<file path="src/rtl/evmon_pkg.sv">
`timescale 1ns/1ps
package evmon_pkg;
   localparam int unsigned SEL_W     = 8;
   localparam int unsigned NUM_CODES = 1 << SEL_W;

   localparam logic [SEL_W-1:0] CODE_CYCLES = 8'h00;
   localparam logic [SEL_W-1:0] CODE_AXI_RD = 8'h41;
   localparam logic [SEL_W-1:0] CODE_AXI_WR = 8'h42;

   // control word bit positions (software relies on them)
   localparam int unsigned BIT_OVF = 0;
   localparam int unsigned BIT_CLR = 1;
   localparam int unsigned BIT_EN  = 2;
   localparam int unsigned SEL_LSB = 24;

   // word offsets of the register regions
   localparam int WORD_CTL = 0;
   localparam int WORD_CNT = 8;
   localparam int WORD_FLT = 12;

   typedef struct packed {
      logic [SEL_W-1:0] sel;
      logic             en;
      logic             clr;
      logic             ovf;
   } ctl_t;

   function automatic logic [31:0] pack_ctl(ctl_t c);
      logic [31:0] w;
      w = '0;
      w[SEL_LSB +: SEL_W] = c.sel;
      w[BIT_EN]           = c.en;
      w[BIT_CLR]          = c.clr;
      w[BIT_OVF]          = c.ovf;
      return w;
   endfunction
endpackage

</file>
<file path="src/rtl/evmon_idfilter.sv">
`timescale 1ns/1ps
module evmon_idfilter #(
   parameter int unsigned ID_W = 16
) (
   input  logic [ID_W-1:0] flt_id_i,
   input  logic [ID_W-1:0] flt_ign_i,
   input  logic [ID_W-1:0] rd_id_i,
   input  logic [ID_W-1:0] wr_id_i,
   output logic            rd_pass_o,
   output logic            wr_pass_o
);
   function automatic logic id_pass(logic [ID_W-1:0] id,
                                    logic [ID_W-1:0] ref_id,
                                    logic [ID_W-1:0] ign);
      return ((id ^ ref_id) & ~ign) == '0;
   endfunction

   assign rd_pass_o = id_pass(rd_id_i, flt_id_i, flt_ign_i);
   assign wr_pass_o = id_pass(wr_id_i, flt_id_i, flt_ign_i);
endmodule

</file>
<file path="src/rtl/evmon_slice.sv">
`timescale 1ns/1ps
module evmon_slice
   import evmon_pkg::*;
#(
   parameter int unsigned CTR_W    = 32,
   parameter int unsigned XB_W     = 13,
   parameter bit          IS_CYCLE = 1'b0,
   parameter bit          ENHANCED = 1'b1
) (
   input  logic                 clk_i,
   input  logic                 rst_ni,
   input  logic                 wr_i,
   input  ctl_t                 wr_ctl_i,
   input  logic                 run_i,
   input  logic [NUM_CODES-1:0] ev_all_i,
   input  logic [XB_W-1:0]      rd_bytes_i,
   input  logic [XB_W-1:0]      wr_bytes_i,
   output ctl_t                 ctl_o,
   output logic [CTR_W-1:0]     cnt_o,
   output logic [CTR_W-1:0]     bytes_o
);
   logic [SEL_W-1:0] sel_q;
   logic             en_q, clr_q, ovf_q;
   logic [CTR_W-1:0] cnt_q;
   logic             hit, adv, wrap, clr_pulse, clr_nxt;

   assign hit  = ev_all_i[sel_q];
   assign adv  = run_i & en_q & hit & ~wr_i;
   assign wrap = adv & (cnt_q == '1);

   if (IS_CYCLE) begin : g_cyc_clr
      assign clr_pulse = wr_i & wr_ctl_i.clr & ~clr_q;
      assign clr_nxt   = wr_ctl_i.clr;
   end else begin : g_evt_clr
      assign clr_pulse = wr_i & ~wr_ctl_i.clr;
      assign clr_nxt   = 1'b1;
   end

   always_ff @(posedge clk_i or negedge rst_ni) begin
      if (!rst_ni) begin
         sel_q <= '0;
         en_q  <= 1'b0;
         clr_q <= 1'b0;
         ovf_q <= 1'b0;
         cnt_q <= '0;
      end else begin
         if (wr_i) begin
            sel_q <= IS_CYCLE ? CODE_CYCLES : wr_ctl_i.sel;
            en_q  <= wr_ctl_i.en;
            clr_q <= clr_nxt;
            ovf_q <= ovf_q & wr_ctl_i.ovf;
         end else if (wrap) begin
            ovf_q <= 1'b1;
         end
         if (clr_pulse)  cnt_q <= '0;
         else if (adv)   cnt_q <= cnt_q + CTR_W'(1);
      end
   end

   if (ENHANCED) begin : g_bytes
      logic [CTR_W-1:0] byte_q, add;
      always_comb begin
         add = '0;
         if (sel_q == CODE_AXI_RD)      add = CTR_W'(rd_bytes_i);
         else if (sel_q == CODE_AXI_WR) add = CTR_W'(wr_bytes_i);
      end
      always_ff @(posedge clk_i or negedge rst_ni) begin
         if (!rst_ni)        byte_q <= '0;
         else if (clr_pulse) byte_q <= '0;
         else if (adv)       byte_q <= byte_q + add;
      end
      assign bytes_o = byte_q;
   end else begin : g_no_bytes
      assign bytes_o = '0;
   end

   assign ctl_o = '{sel: sel_q, en: en_q, clr: clr_q, ovf: ovf_q};
   assign cnt_o = cnt_q;

   assert_wr_wins_R9: assert property (@(posedge clk_i) disable iff (!rst_ni)
      wr_i |=> (cnt_q == $past(cnt_q) || cnt_q == '0));
   assert_hold_R3: assert property (@(posedge clk_i) disable iff (!rst_ni)
      (!run_i && !wr_i) |=> $stable(cnt_q));
   assert_wrap_flag_R5: assert property (@(posedge clk_i) disable iff (!rst_ni)
      (adv && cnt_q == '1) |=> (ovf_q && cnt_q == '0));
endmodule

</file>
<file path="src/rtl/dram_evmon.sv">
`timescale 1ns/1ps
module dram_evmon
   import evmon_pkg::*;
#(
   parameter int unsigned NUM_CTR  = 4,
   parameter int unsigned CTR_W    = 32,
   parameter int unsigned ADDR_W   = 8,
   parameter int unsigned ID_W     = 16,
   parameter int unsigned XB_W     = 13,
   parameter bit          ENHANCED = 1'b1
) (
   input  logic                 clk_i,
   input  logic                 rst_ni,
   input  logic                 reg_we_i,
   input  logic [ADDR_W-1:0]    reg_addr_i,
   input  logic [31:0]          reg_wdata_i,
   output logic [31:0]          reg_rdata_o,
   input  logic [NUM_CODES-1:1] ev_i,
   input  logic [ID_W-1:0]      rd_id_i,
   input  logic [XB_W-1:0]      rd_bytes_i,
   input  logic [ID_W-1:0]      wr_id_i,
   input  logic [XB_W-1:0]      wr_bytes_i,
   output logic                 irq_o
);
   localparam int unsigned WIDX_W = ADDR_W - 2;

   if (NUM_CTR < 2 || NUM_CTR > 4) begin : g_bad_num
      $error("dram_evmon: NUM_CTR must be 2..4");
   end
   if (CTR_W < 2 || CTR_W > 32) begin : g_bad_w
      $error("dram_evmon: CTR_W must be 2..32");
   end
   if (ID_W < 1 || ID_W > 16) begin : g_bad_id
      $error("dram_evmon: ID_W must be 1..16");
   end
   if (ADDR_W < 6) begin : g_bad_addr
      $error("dram_evmon: ADDR_W must be at least 6");
   end

   logic [WIDX_W-1:0]  word;
   logic               aligned, flt_we;
   logic [NUM_CTR-1:0] ctl_we, en_a, ovf_a;
   logic [31:0]        flt_q;
   ctl_t               wr_ctl;
   ctl_t               ctl_a  [NUM_CTR];
   logic [CTR_W-1:0]   cnt_a  [NUM_CTR];
   logic [CTR_W-1:0]   byte_a [NUM_CTR];
   logic               rd_pass, wr_pass;
   logic [NUM_CODES-1:0] ev_all;

   assign word    = reg_addr_i[ADDR_W-1:2];
   assign aligned = (reg_addr_i[1:0] == 2'b00);
   assign flt_we  = reg_we_i & aligned & (int'(word) == WORD_FLT);

   assign wr_ctl = '{sel: reg_wdata_i[SEL_LSB +: SEL_W],
                     en:  reg_wdata_i[BIT_EN],
                     clr: reg_wdata_i[BIT_CLR],
                     ovf: reg_wdata_i[BIT_OVF]};

   always_ff @(posedge clk_i or negedge rst_ni) begin
      if (!rst_ni)     flt_q <= '0;
      else if (flt_we) flt_q <= reg_wdata_i;
   end

   evmon_idfilter #(.ID_W(ID_W)) u_filter (
      .flt_id_i  (flt_q[ID_W-1:0]),
      .flt_ign_i (flt_q[16 +: ID_W]),
      .rd_id_i   (rd_id_i),
      .wr_id_i   (wr_id_i),
      .rd_pass_o (rd_pass),
      .wr_pass_o (wr_pass)
   );

   always_comb begin
      ev_all = {ev_i, 1'b1};
      ev_all[CODE_AXI_RD] = ev_i[CODE_AXI_RD] & rd_pass;
      ev_all[CODE_AXI_WR] = ev_i[CODE_AXI_WR] & wr_pass;
   end

   for (genvar n = 0; n < NUM_CTR; n++) begin : g_ctr
      logic run;
      assign ctl_we[n] = reg_we_i & aligned & (int'(word) == WORD_CTL + n);
      if (n == 0) begin : g_master
         assign run = ~ovf_a[0];
      end else begin : g_follower
         assign run = en_a[0] & ~ovf_a[0];
      end
      evmon_slice #(
         .CTR_W    (CTR_W),
         .XB_W     (XB_W),
         .IS_CYCLE (n == 0),
         .ENHANCED (ENHANCED)
      ) u_slice (
         .clk_i      (clk_i),
         .rst_ni     (rst_ni),
         .wr_i       (ctl_we[n]),
         .wr_ctl_i   (wr_ctl),
         .run_i      (run),
         .ev_all_i   (ev_all),
         .rd_bytes_i (rd_bytes_i),
         .wr_bytes_i (wr_bytes_i),
         .ctl_o      (ctl_a[n]),
         .cnt_o      (cnt_a[n]),
         .bytes_o    (byte_a[n])
      );
      assign en_a[n]  = ctl_a[n].en;
      assign ovf_a[n] = ctl_a[n].ovf;
   end

   always_comb begin
      reg_rdata_o = '0;
      if (aligned) begin
         for (int n = 0; n < NUM_CTR; n++) begin
            if (int'(word) == WORD_CTL + n) reg_rdata_o = pack_ctl(ctl_a[n]);
            if (int'(word) == WORD_CNT + n) reg_rdata_o = 32'(cnt_a[n]);
            if (int'(word) == WORD_FLT + n)
               reg_rdata_o = (n == 0) ? flt_q : 32'(byte_a[n]);
         end
      end
   end

   assign irq_o = ovf_a[0];

   assert_irq_hold_R6: assert property (@(posedge clk_i) disable iff (!rst_ni)
      (irq_o && !(ctl_we[0] && !reg_wdata_i[BIT_OVF])) |=> irq_o);
   assert_irq_src_R4: assert property (@(posedge clk_i) disable iff (!rst_ni)
      $rose(irq_o) |-> $past(en_a[0]));
   assert_freeze_R4: assert property (@(posedge clk_i) disable iff (!rst_ni)
      (irq_o && !ctl_we[1]) |=> $stable(cnt_a[1]));
endmodule

</file>
<file path="config.mk">
export PLATFORM = sky130hd
export DESIGN_NAME = dram_evmon
export DESIGN_NICKNAME = d
export VERILOG_FILES = /design/src/rtl/evmon_pkg.sv /design/src/rtl/evmon_idfilter.sv /design/src/rtl/evmon_slice.sv /design/src/rtl/dram_evmon.sv
export SDC_FILE = /design/constraint.sdc
export NUM_CORES = 1
export LEC_CHECK = 0
export BUFFER_PORTS_ARGS = -buffer_cell sky130_fd_sc_hd__buf_2
export CELL_PAD_IN_SITES_DETAIL_PLACEMENT = 2
export CELL_PAD_IN_SITES_GLOBAL_PLACEMENT = 2
export CORE_AREA = 2 2 253 255
export CTS_CLUSTER_DIAMETER = 60
export DETAILED_ROUTE_END_ITERATION = 10
export DIE_AREA = 0 0 255 257
export HOLD_SLACK_MARGIN = 0.06
export PLACE_DENSITY_LB_ADDON = 0.05
export REMOVE_ABC_BUFFERS = 1
export SLEW_MARGIN = 20
export SYNTH_ARGS = -nofsm -noshare
export SYNTH_HDL_FRONTEND = slang
export SYNTH_SLANG_ARGS = --single-unit
</file>
<file path="constraint.sdc">
create_clock -name clk_i -period 7.6 [get_ports clk_i]
set_input_delay 0.76 -clock clk_i [delete_from_list [all_inputs] [get_ports clk_i]]
set_output_delay 0.76 -clock clk_i [all_outputs]
set_load 0.02 [all_outputs]
</file>
==> flow_metrics.tcl, run 1 <==
set metrics [dict create \
    status "finished clean" \
    ys.flop_type "dfrtp_1" \
    cts_buffer_depth 3 \
    crit_start "g_ctr[1].u_slice.sel_q[4]$_DFFE_PN0P_" \
    layout_common_cells "buf_2, dfrtp_1, nor2_1, nand2_1, mux4_2" \
    setup_viol 0 \
    p_switching_w 0.001337 \
    whs_ns 0.1815 \
    io_pins 389 \
    min_period_ns 5.450 \
    vias_per_cell 6.668 \
    cts.htree.levels 2 \
    reg2reg_from "g_ctr[1].u_slice.sel_q[4]$_DFFE_PN0P_" \
    drt_pass1_iterations 7 \
    ant_nets 0 \
    route.met3.wl_mm 7.386 \
    path_class "register to register" \
    synthesis.area_um2 24850 \
    slowest_delay_ns 0.72 \
    grt_pass1_vias 26756 \
    postCtsSetupBuffers 0 \
    intPower_w 0.003155 \
    grt_usage_pct 36.20 \
    ctsRootBufferMaster "clkbuf_16" \
    min_path_type "primary input to asynchronous set/reset pin" \
    cts_tree "done" \
    post-route-period-util_pct 71.72 \
    cp_slowest_cell "nor3b_2" \
    drt-met1-wl_mm 50.19 \
    cp.required_ns 8.05 \
    ys_ff_latch 292 \
    die_w_um 255 \
    holdBufCountCts 0 \
    overflow 0 \
    relSlewSlack_pct 20.32 \
    grt_max_degree 126 \
    port_buffers 388 \
    p_total_w 0.004491 \
    clock_latency_ns 0.59 \
    fmax_ghz 0.1835 \
    synth_cells 2534 \
    routed.top_layer "met5" \
    cellLeakagePower_nw 11.65 \
    p_per_area_nw_per_um2 155.2 \
    area_delta_synth_final_pct 16.44 \
    seq_area_frac_synth_pct 29.40 \
    async_flop_share_pct 100.0 \
    clock_skew_ns 0.02508 \
    die_h_um 257 \
    totalWireLength_mm 120.0 \
    wire_per_inst_um 32.20 \
    final_common_cell "buf_2" \
    drt-initial-drc-count 2263 \
    endpoint_kind "register" \
    dpl.hpwl_mm 91.40 \
    drv_slew 0 \
    setup_tns_ns 0 \
    drive_gt1_share_pct 28.09 \
    synth_warnings 0 \
    hold_viol 0 \
    worstMarginPinSlew_ns 1.195 \
    cts_resized 0 \
    cts-buffers-inserted 44 \
    synth.avg_cell_area_um2 9.807 \
    core_area_um2 62740 \
    crit_fanout 15 \
    drc 0 \
    rows 92 \
    worstPathArrival_ns 5.90 \
    cts.sinks 292 \
    finalInstanceArea_um2 28940 \
    startpoint_type "register" \
    die_area_um2 65540 \
    layout.nets 3227 \
    antenna_found_initial 24 \
    crit_chain "or3b_1, or4_1, nor3b_2, a22o_1, ha_1, a21o_1, a21oi_1, o21ai_0, a2111o_1, and3_1, o32ai_1, nand2b_1, nor3_1, mux2i_1" \
    seqPwrFrac_pct 37.0 \
    synth_cell_types 92 \
    num-fill-cells 6666 \
    start_util_pct 39.61 \
    gp_congestion 0.9321 \
    pwr-share-comb_pct 16.1 \
    irDropWorstVdd_uv 126.5 \
    vias 24845 \
    critical_path.top_delay_family "simple AND/OR/NAND/NOR gates" \
    clkSlewWorstSetupHoldPaths_ns 0.06 \
    met2_length_mm 57.28 \
    p_sw_share_pct 29.76 \
    drv_cap 0 \
    p_clk_share_pct 46.9 \
    grt_pass1_wl_mm 177.6 \
    synth-edff-count 0 \
    critPathBufInv 0 \
    placed_area_um2 27360 \
    rsz0062_at_grt "false" \
]
[path summary, 6_finish.rpt]
check                                                      endpoint  slack (ns)  cells after the start
min                          g_ctr[0].u_slice.cnt_o[19]$_DFFE_PN0P_        0.18                      1
min in group clk_i                            flt_q[14]$_DFFE_PN0P_        0.40                      2
max                        g_ctr[1].u_slice.bytes_o[29]$_DFFE_PN0P_        2.15                     14
max reg2reg                g_ctr[1].u_slice.bytes_o[29]$_DFFE_PN0P_        2.15                     14
min reg2reg                      g_ctr[2].u_slice.clr_q$_DFFE_PN0P_        0.49                      1
max in group asynchronous   g_ctr[3].u_slice.bytes_o[5]$_DFFE_PN0P_        5.84                      2
[registers in the layout, summed over array words and instances (netlist names)]
signal	cells
g_ctr.u_slice.en_q	4
g_ctr.u_slice.cnt_o	128
g_ctr.u_slice.clr_q	4
flt_q	32
g_ctr.u_slice.ovf_q	4
g_ctr.u_slice.sel_q	24
g_ctr.u_slice.bytes_o	96
[power groups by stage]
stage	Combinational, W	Clock, W	Sequential [W]
after floorplan	0.000341	0	0.00167
after global placement	0.000680	0	0.00169
after detailed placement	0.000702	0	0.00169
after CTS	0.000706	0.00214	0.00166
after global routing	0.000763	0.00220	0.00166
final	0.000725	0.00211	0.00166
[metrics by stage]
stage	std cells	util [%]	setup slack, ns
5_1_grt	3724	46.12	1.738
3_5_place_dp	3624	43.62	2.200
6_report	3726	46.13	2.150
3_3_place_gp	3624	43.61	2.245
2_1_floorplan	2347	-	0.6392
4_1_cts	3704	45.99	2.201
[synthesized netlist by cell type (16+ instances only)]
library cell,count,area share (%)
nand3b_1,18,0.54
nor3_1,55,1.1
buf_1,18,0.27
mux4_1,23,2.4
a221oi_1,34,1.2
a22o_1,66,2.3
nand2_1,189,2.9
o22ai_1,29,0.73
xor2_1,31,1.1
buf_4,22,0.66
a31o_2,16,0.56
nor4b_1,17,0.60
a31oi_1,36,0.91
or4_1,27,0.82
a21oi_1,111,2.2
mux2i_1,73,2.9
o21ai_0,61,1.2
mux2_2,60,2.7
nand2b_1,30,0.76
xnor2_1,125,4.4
ha_1,43,2.2
mux4_2,158,14
nand4_1,40,1.0
o31ai_1,18,0.54
and3_1,46,1.2
nor2b_1,32,0.81
clkbuf_1,103,1.6
dfrtp_1,292,29
nand3_1,98,2.0
nor4_1,38,0.96
nor3b_1,18,0.54
inv_1,55,0.83
buf_2,30,0.60
or3_1,16,0.40
nor2_1,221,3.3
a22oi_1,86,2.6
[cells by family after synthesis]
family / Yosys count / share of synthesized area (%)
XOR/XNOR: 156 / 5.498
buffers and inverters: 243 / 4.672
adder cells (fa/ha/maj): 46 / 2.407
AND/OR/NAND/NOR: 897 / 18.63
AO/OA/AOI/OAI: 586 / 16.98
flip-flops: 292 / 29.40
multiplexers: 314 / 22.41
[routing by layer]
metal	vias up	global-route usage, %
li1	10472	-
met1	13082	48.16
met2	1061	59.40
met3	226	4.855
met4	4	14.54
met5	-	0
[layout make-up]
class | count | area (um^2) | share of cell area, %
sequential | 292 | 7322 | 25.30
timing repair buffer | 432 | 2315 | 7.999
antenna | 21 | 52.55 | 0.1816
clock buffer | 54 | 1220 | 4.216
clock inverter | 26 | 265.3 | 0.9166
inverter | 56 | 210.2 | 0.7264
multi-input combinational | 1999 | 16490 | 57.00
tap | 846 | 1059 | 3.658
No activity file was read; power rests on OpenSTA's default activity.
==> run 2, diff against run 1 <==
- CORE_AREA: 2 2 253 255 -> 2 2 278 280
- DIE_AREA: 0 0 255 257 -> 0 0 280 282
- clock period: 7.6 -> 4.56 ns (I/O delays scaled with it)
==> run 2 against run 1 <==
  * Maximum frequency increased by 25%
  * First-iteration DRC count decreased by 19%
  * Sequential share of layout area decreased by 0.77 points
  * Flip-flop and latch count unchanged
  * Power increased by 73%
  * Clock skew increased by 0.0071 ns
  * Highest routed layer unchanged
  * Largest cell class unchanged
  * Worst setup slack got worse by 1.9 ns
  * Largest power group unchanged
  * Register-to-register slack got worse by 1.9 ns
==> flow_metrics.tcl, run 2 (synthesis results as in run 1) <==
set metrics [dict create \
    status "finished clean" \
    totalWireLength_mm 125.7 \
    postCtsSetupBuffers 0 \
    drc 0 \
    whs_ns 0.1075 \
    grt_pass1_vias 26840 \
    crit_chain "nand2b_1, or4_1, nor3b_2, buf_4, a22o_1, ha_1, a21oi_1, o21ai_0, nand2_1, o2111ai_1, a41oi_1, or3_1, or3_1, a21oi_1" \
    cts_buffer_depth 3 \
    area_delta_synth_final_pct 20.08 \
    layout_common_cells "buf_2, dfrtp_1, nor2_1, nand2_1, mux4_2" \
    cp.required_ns 5.05 \
    cp_slowest_cell "or3_1" \
    finalInstanceArea_um2 29840 \
    rsz0062_at_grt "false" \
    critical_path.top_delay_family "simple AND/OR/NAND/NOR gates" \
    min_period_ns 4.354 \
    hold_viol 0 \
    num-fill-cells 8169 \
    irDropWorstVdd_uv 238.8 \
    layout.nets 3287 \
    endpoint_kind "register" \
    critPathBufInv 1 \
    wire_per_inst_um 32.05 \
    min_path_type "primary input to register" \
    cts_tree "done" \
    drive_gt1_share_pct 29.93 \
    grt_max_degree 106 \
    fmax_ghz 0.2297 \
    overflow 0 \
    ant_nets 0 \
    drv_slew 0 \
    clkSlewWorstSetupHoldPaths_ns 0.06 \
    path_class "register to register" \
    setup_viol 0 \
    crit_fanout 11 \
    drt-met1-wl_mm 55.03 \
    ctsRootBufferMaster "clkbuf_16" \
    gp_congestion 0.8738 \
    placed_area_um2 28110 \
    slowest_delay_ns 0.57 \
    die_area_um2 78960 \
    cts.htree.levels 2 \
    drv_cap 0 \
    cts.sinks 292 \
    io_pins 389 \
    vias 24612 \
    worstMarginPinSlew_ns 1.216 \
    post-route-period-util_pct 95.47 \
    rows 101 \
    dpl.hpwl_mm 95.97 \
    die_w_um 280 \
    final_common_cell "buf_2" \
    drt_pass1_iterations 5 \
    ff2ff_setup_slack_ns 0.21 \
    antenna_found_initial 28 \
    die_h_um 282 \
    port_buffers 388 \
    cts-buffers-inserted 45 \
    worstPathArrival_ns 4.85 \
    p_per_area_nw_per_um2 260.1 \
    met2_length_mm 61.26 \
    startpoint_type "register" \
    clock_latency_ns 0.60 \
    setup_tns_ns 0 \
    route.met3.wl_mm 6.139 \
    drt-initial-drc-count 1833 \
    largest_reg_flops 128 \
    start_util_pct 32.83 \
    cellLeakagePower_nw 12.07 \
    clock_skew_ns 0.03220 \
    core_area_um2 75700 \
    grt_usage_pct 31.54 \
    vias_per_cell 6.275 \
    grt_pass1_wl_mm 185.8 \
    routed.top_layer "met5" \
    relSlewSlack_pct 18.93 \
]
run 2: changes by cell type in the layout (fill, tap and decap cells not counted), moves of 3 or more:
cell	change
clkbuf_8	+5
buf_12	+11
nor4_2	+3
clkinvlp_4	-8
buf_4	+47
bufinv_16	+3
diode_2	+6
run 2: routing by layer:
layer | up-vias | global-route usage (%)
met3 | 174 | 3.530
met1 | 13080 | 42.66
met4 | 4 | 8.638
li1 | 10572 | -
met5 | - | 0
met2 | 782 | 53.42
run 2: worst paths after layout:
check,start,endpoint,cells past startpoint
max,g_ctr[2].u_slice.sel_q[7]$_DFFE_PN0P_,g_ctr[2].u_slice.bytes_o[31]$_DFFE_PN0P_,14
min,reg_wdata_i[15],flt_q[15]$_DFFE_PN0P_,2
max reg2reg,g_ctr[2].u_slice.sel_q[7]$_DFFE_PN0P_,g_ctr[2].u_slice.bytes_o[31]$_DFFE_PN0P_,14
min reg2reg,g_ctr[3].u_slice.clr_q$_DFFE_PN0P_,g_ctr[3].u_slice.clr_q$_DFFE_PN0P_,1
max in group asynchronous,rst_ni,g_ctr[2].u_slice.cnt_o[10]$_DFFE_PN0P_,3
min in group asynchronous,rst_ni,g_ctr[0].u_slice.cnt_o[28]$_DFFE_PN0P_,2
run 2: timing repair:
item,in CTS,in global routing
pin swaps,0,3
setup endpoints to repair,7,23
cloned,0,0
endpoints found under the hold margin,100,0
gates resized for setup,2,17
hold buffers,1,0
run 2: final cells by class:
| type | count | area (um^2) | share of cell area [%] |
|---|---|---|---|
| clock buffer | 59 | 1289 | 4.318 |
| antenna | 27 | 67.56 | 0.2264 |
| timing repair buffer | 491 | 2882 | 9.656 |
| multi-input combinational | 1999 | 16560 | 55.49 |
| inverter | 56 | 210.2 | 0.7044 |
| clock inverter | 20 | 290.3 | 0.9727 |
| sequential | 292 | 7322 | 24.54 |
| tap | 978 | 1224 | 4.100 |
run 2: through the flow:
stage / cells / setup slack [ns] / util [%] / total power, W
3_5_place_dp: 3815 / 0.002882 / 37.14 / 0.004035
5_1_grt: 3920 / 0.005651 / 39.42 / 0.008004
2_1_floorplan: 2347 / -2.401 / - / 0.003360
6_report: 3922 / 0.2064 / 39.42 / 0.007762
3_3_place_gp: 3815 / 0.05673 / 37.13 / 0.003999
4_1_cts: 3895 / 0.04950 / 39.24 / 0.007812
run 2: report_power, final:
part	internal [W]	total, W	switching (W)
Sequential	0.00264	0.00273	0.0000936
Combinational	0.000557	0.00128	0.000722
Clock	0.00233	0.00375	0.00142
==> run 3, diff against run 2 <==
- ABC_AREA: default -> 1
- CORE_AREA: 2 2 278 280 -> 2 2 317 319
- DIE_AREA: 0 0 280 282 -> 0 0 319 321
==> run 3 against run 2 <==
  * Clock-buffer cell count stayed put
  * Hold slack worse by 0.0054 ns
  * Critical endpoint is now reg_rdata_o[30]
  * Register-to-register slack better by 0.40 ns
==> flow_metrics.tcl, run 3 <==
set metrics [dict create \
    status "finished clean" \
    cts.sinks 292 \
    min_period_ns 3.973 \
    finalInstanceArea_um2 33080 \
    antenna_found_initial 6 \
    relSlewSlack_pct 31.90 \
    met2_length_mm 77.32 \
    port_buffers 388 \
    drt_pass1_iterations 5 \
    setup_viol 0 \
    vias 34809 \
    die_area_um2 102400 \
    synth.avg_cell_area_um2 6.208 \
    route.met3.wl_mm 6.723 \
    io_pins 389 \
    drc 0 \
    die_w_um 319 \
    core_area_um2 99280 \
    holdBufCountCts 1 \
    synth_cells 4593 \
    vias_per_cell 5.619 \
    yosysTopAreaCellShare_pct 25.63 \
    fmax_ghz 0.2517 \
    wire_per_inst_um 26.02 \
    final_core_util_pct 33.33 \
    ctsRootBufferMaster "clkbuf_16" \
    final_common_cell "nand2_1" \
    synth-edff-count 0 \
    drt-initial-drc-count 2419 \
    clock_latency_ns 0.59 \
    min_path_type "primary input to register" \
    ys.flop_type "dfrtp_1" \
    area_delta_synth_final_pct 16.02 \
    layout_common_cells "nand2_1, inv_1, nand3_1, a21oi_1, buf_2" \
    ant_nets 0 \
    seq_area_frac_synth_pct 25.63 \
    gp_congestion 0.8997 \
    synth_cell_types 54 \
    grt_pass1_wl_mm 240.4 \
    cts_tree "done" \
    cts.htree.levels 2 \
    irDropWorstVdd_uv 242.0 \
    drt-met1-wl_mm 71.56 \
    cts_buffer_depth 3 \
    startpoint_type "primary input" \
    path_class "primary input to output port" \
    dpl.hpwl_mm 122.9 \
    cellLeakagePower_nw 15.35 \
    post-route-period-util_pct 87.12 \
    cts-buffers-inserted 42 \
    ys_ff_latch 292 \
    routed.top_layer "met5" \
    p_total_w 0.008737 \
    largest_reg_flops 128 \
    whs_ns 0.1021 \
    crit_fanout 14 \
    synth_area_leader_cell "dfrtp_1" \
    worstPathArrival_ns 3.52 \
    placed_area_um2 31680 \
    grt_max_degree 109 \
    hold_viol 0 \
    clock_skew_ns 0.02094 \
    drive_gt1_share_pct 12.19 \
    endpoint_kind "output port" \
    drv_cap 0 \
    start_util_pct 28.72 \
    rows 116 \
    ys_top_cells_by_area "dfrtp_1, nand2_1, nand3_1" \
    yosys-top-cells-count "nand2_1, inv_1, nand3_1, a21oi_1, o21ai_0" \
    overflow 0 \
    rsz0062_at_grt "false" \
    cp.required_ns 4.10 \
    clkSlewWorstSetupHoldPaths_ns 0.06 \
    grt_usage_pct 30.73 \
    postCtsSetupBuffers 0 \
    cts_resized 0 \
    async_flop_share_pct 100.0 \
    p_per_area_nw_per_um2 264.1 \
    worstMarginPinSlew_ns 1.018 \
    grt_pass1_vias 36594 \
    die_h_um 321 \
    synthesis.area_um2 28510 \
    synth_warnings 0 \
    totalWireLength_mm 161.2 \
    layout.nets 5261 \
    synth_most_common_cell "nand2_1" \
    drv_slew 0 \
]
run 3: cell types whose count changed in the layout (fill, tap and decap cells not counted), sizes merged, moves of 85 or more:
cell | before | now
a21oi | 111 | 437
inv | 58 | 516
mux4 | 181 | 0
nand2 | 189 | 1009
nand3 | 98 | 462
nor2 | 222 | 343
o21ai | 61 | 451
o22ai | 29 | 114
xor2 | 31 | 127
run 3: routing by layer:
metal  up-vias  global-route usage (%)
met5         -                       0
met4         2                   10.22
met3       222                   3.236
met2       855                   52.97
met1     17613                   40.04
li1      16117                       -
run 3: power breakdown:
part | switching, W | internal (W)
combinational | 0.00170 | 0.000707
clock | 0.00136 | 0.00201
sequential | 0.000195 | 0.00276
run 3: per-stage QoR:
step                      instances  setup slack (ns)  TNS, ns
final                          6195            0.5874        0
after floorplan                4331            -1.534  -189.10
after detailed placement       6112            0.6149        0
after global routing           6189            0.2599        0
after CTS                      6188            0.5782        0
after global placement         6112            0.5999        0
run 3: worst paths after layout:
check                                                      start  cells after the start                                  endpoint  slack, ns
max                                                reg_addr_i[4]                     12                           reg_rdata_o[30]       0.59
max reg2reg                g_ctr[1].u_slice.sel_q[6]$_DFFE_PN0P_                     20  g_ctr[1].u_slice.bytes_o[26]$_DFFE_PN0P_       0.61
max in group asynchronous                                 rst_ni                      3     g_ctr[1].u_slice.sel_q[0]$_DFFE_PN0P_       3.02
min reg2reg                   g_ctr[3].u_slice.clr_q$_DFFE_PN0P_                      2        g_ctr[3].u_slice.clr_q$_DFFE_PN0P_       0.46
min in group asynchronous                                 rst_ni                      2     g_ctr[1].u_slice.cnt_o[5]$_DFFE_PN0P_       0.52
min                                              reg_wdata_i[20]                      2                     flt_q[20]$_DFFE_PN0P_       0.10
run 3: critical path, cell delays in order:
cell and delay (ns):
buf_2 0.11, nor2_1 0.11, inv_1 0.06, nor2_1 0.37
nand2_1 0.43, o21ai_0 0.55, o2111ai_1 0.39, o21ai_0 0.23
o2111ai_1 0.21, o21ai_0 0.25, a21oi_1 0.14, buf_2 0.19
run 3: logic make-up after synthesis:
logic type	Yosys count	synth area share (%)
AO/OA/AOI/OAI	1152	22.16
XOR/XNOR	181	5.559
adder cells (fa/ha/maj)	46	2.097
buffers and inverters	783	11.45
flip-flops	292	25.63
multiplexers	3	0.1185
AND/OR/NAND/NOR	2136	32.99
run 3: area by class of cell:
class / instances / area (um^2)
Fill cell: 12373 / 66190
Multi-Input combinational cell: 3518 / 17980
Sequential cell: 292 / 7322
Timing Repair Buffer: 484 / 2800
Inverter: 521 / 1964
Tap cell: 1298 / 1624
Clock buffer: 59 / 1206
Clock inverter: 16 / 167.7
Antenna cell: 7 / 17.52
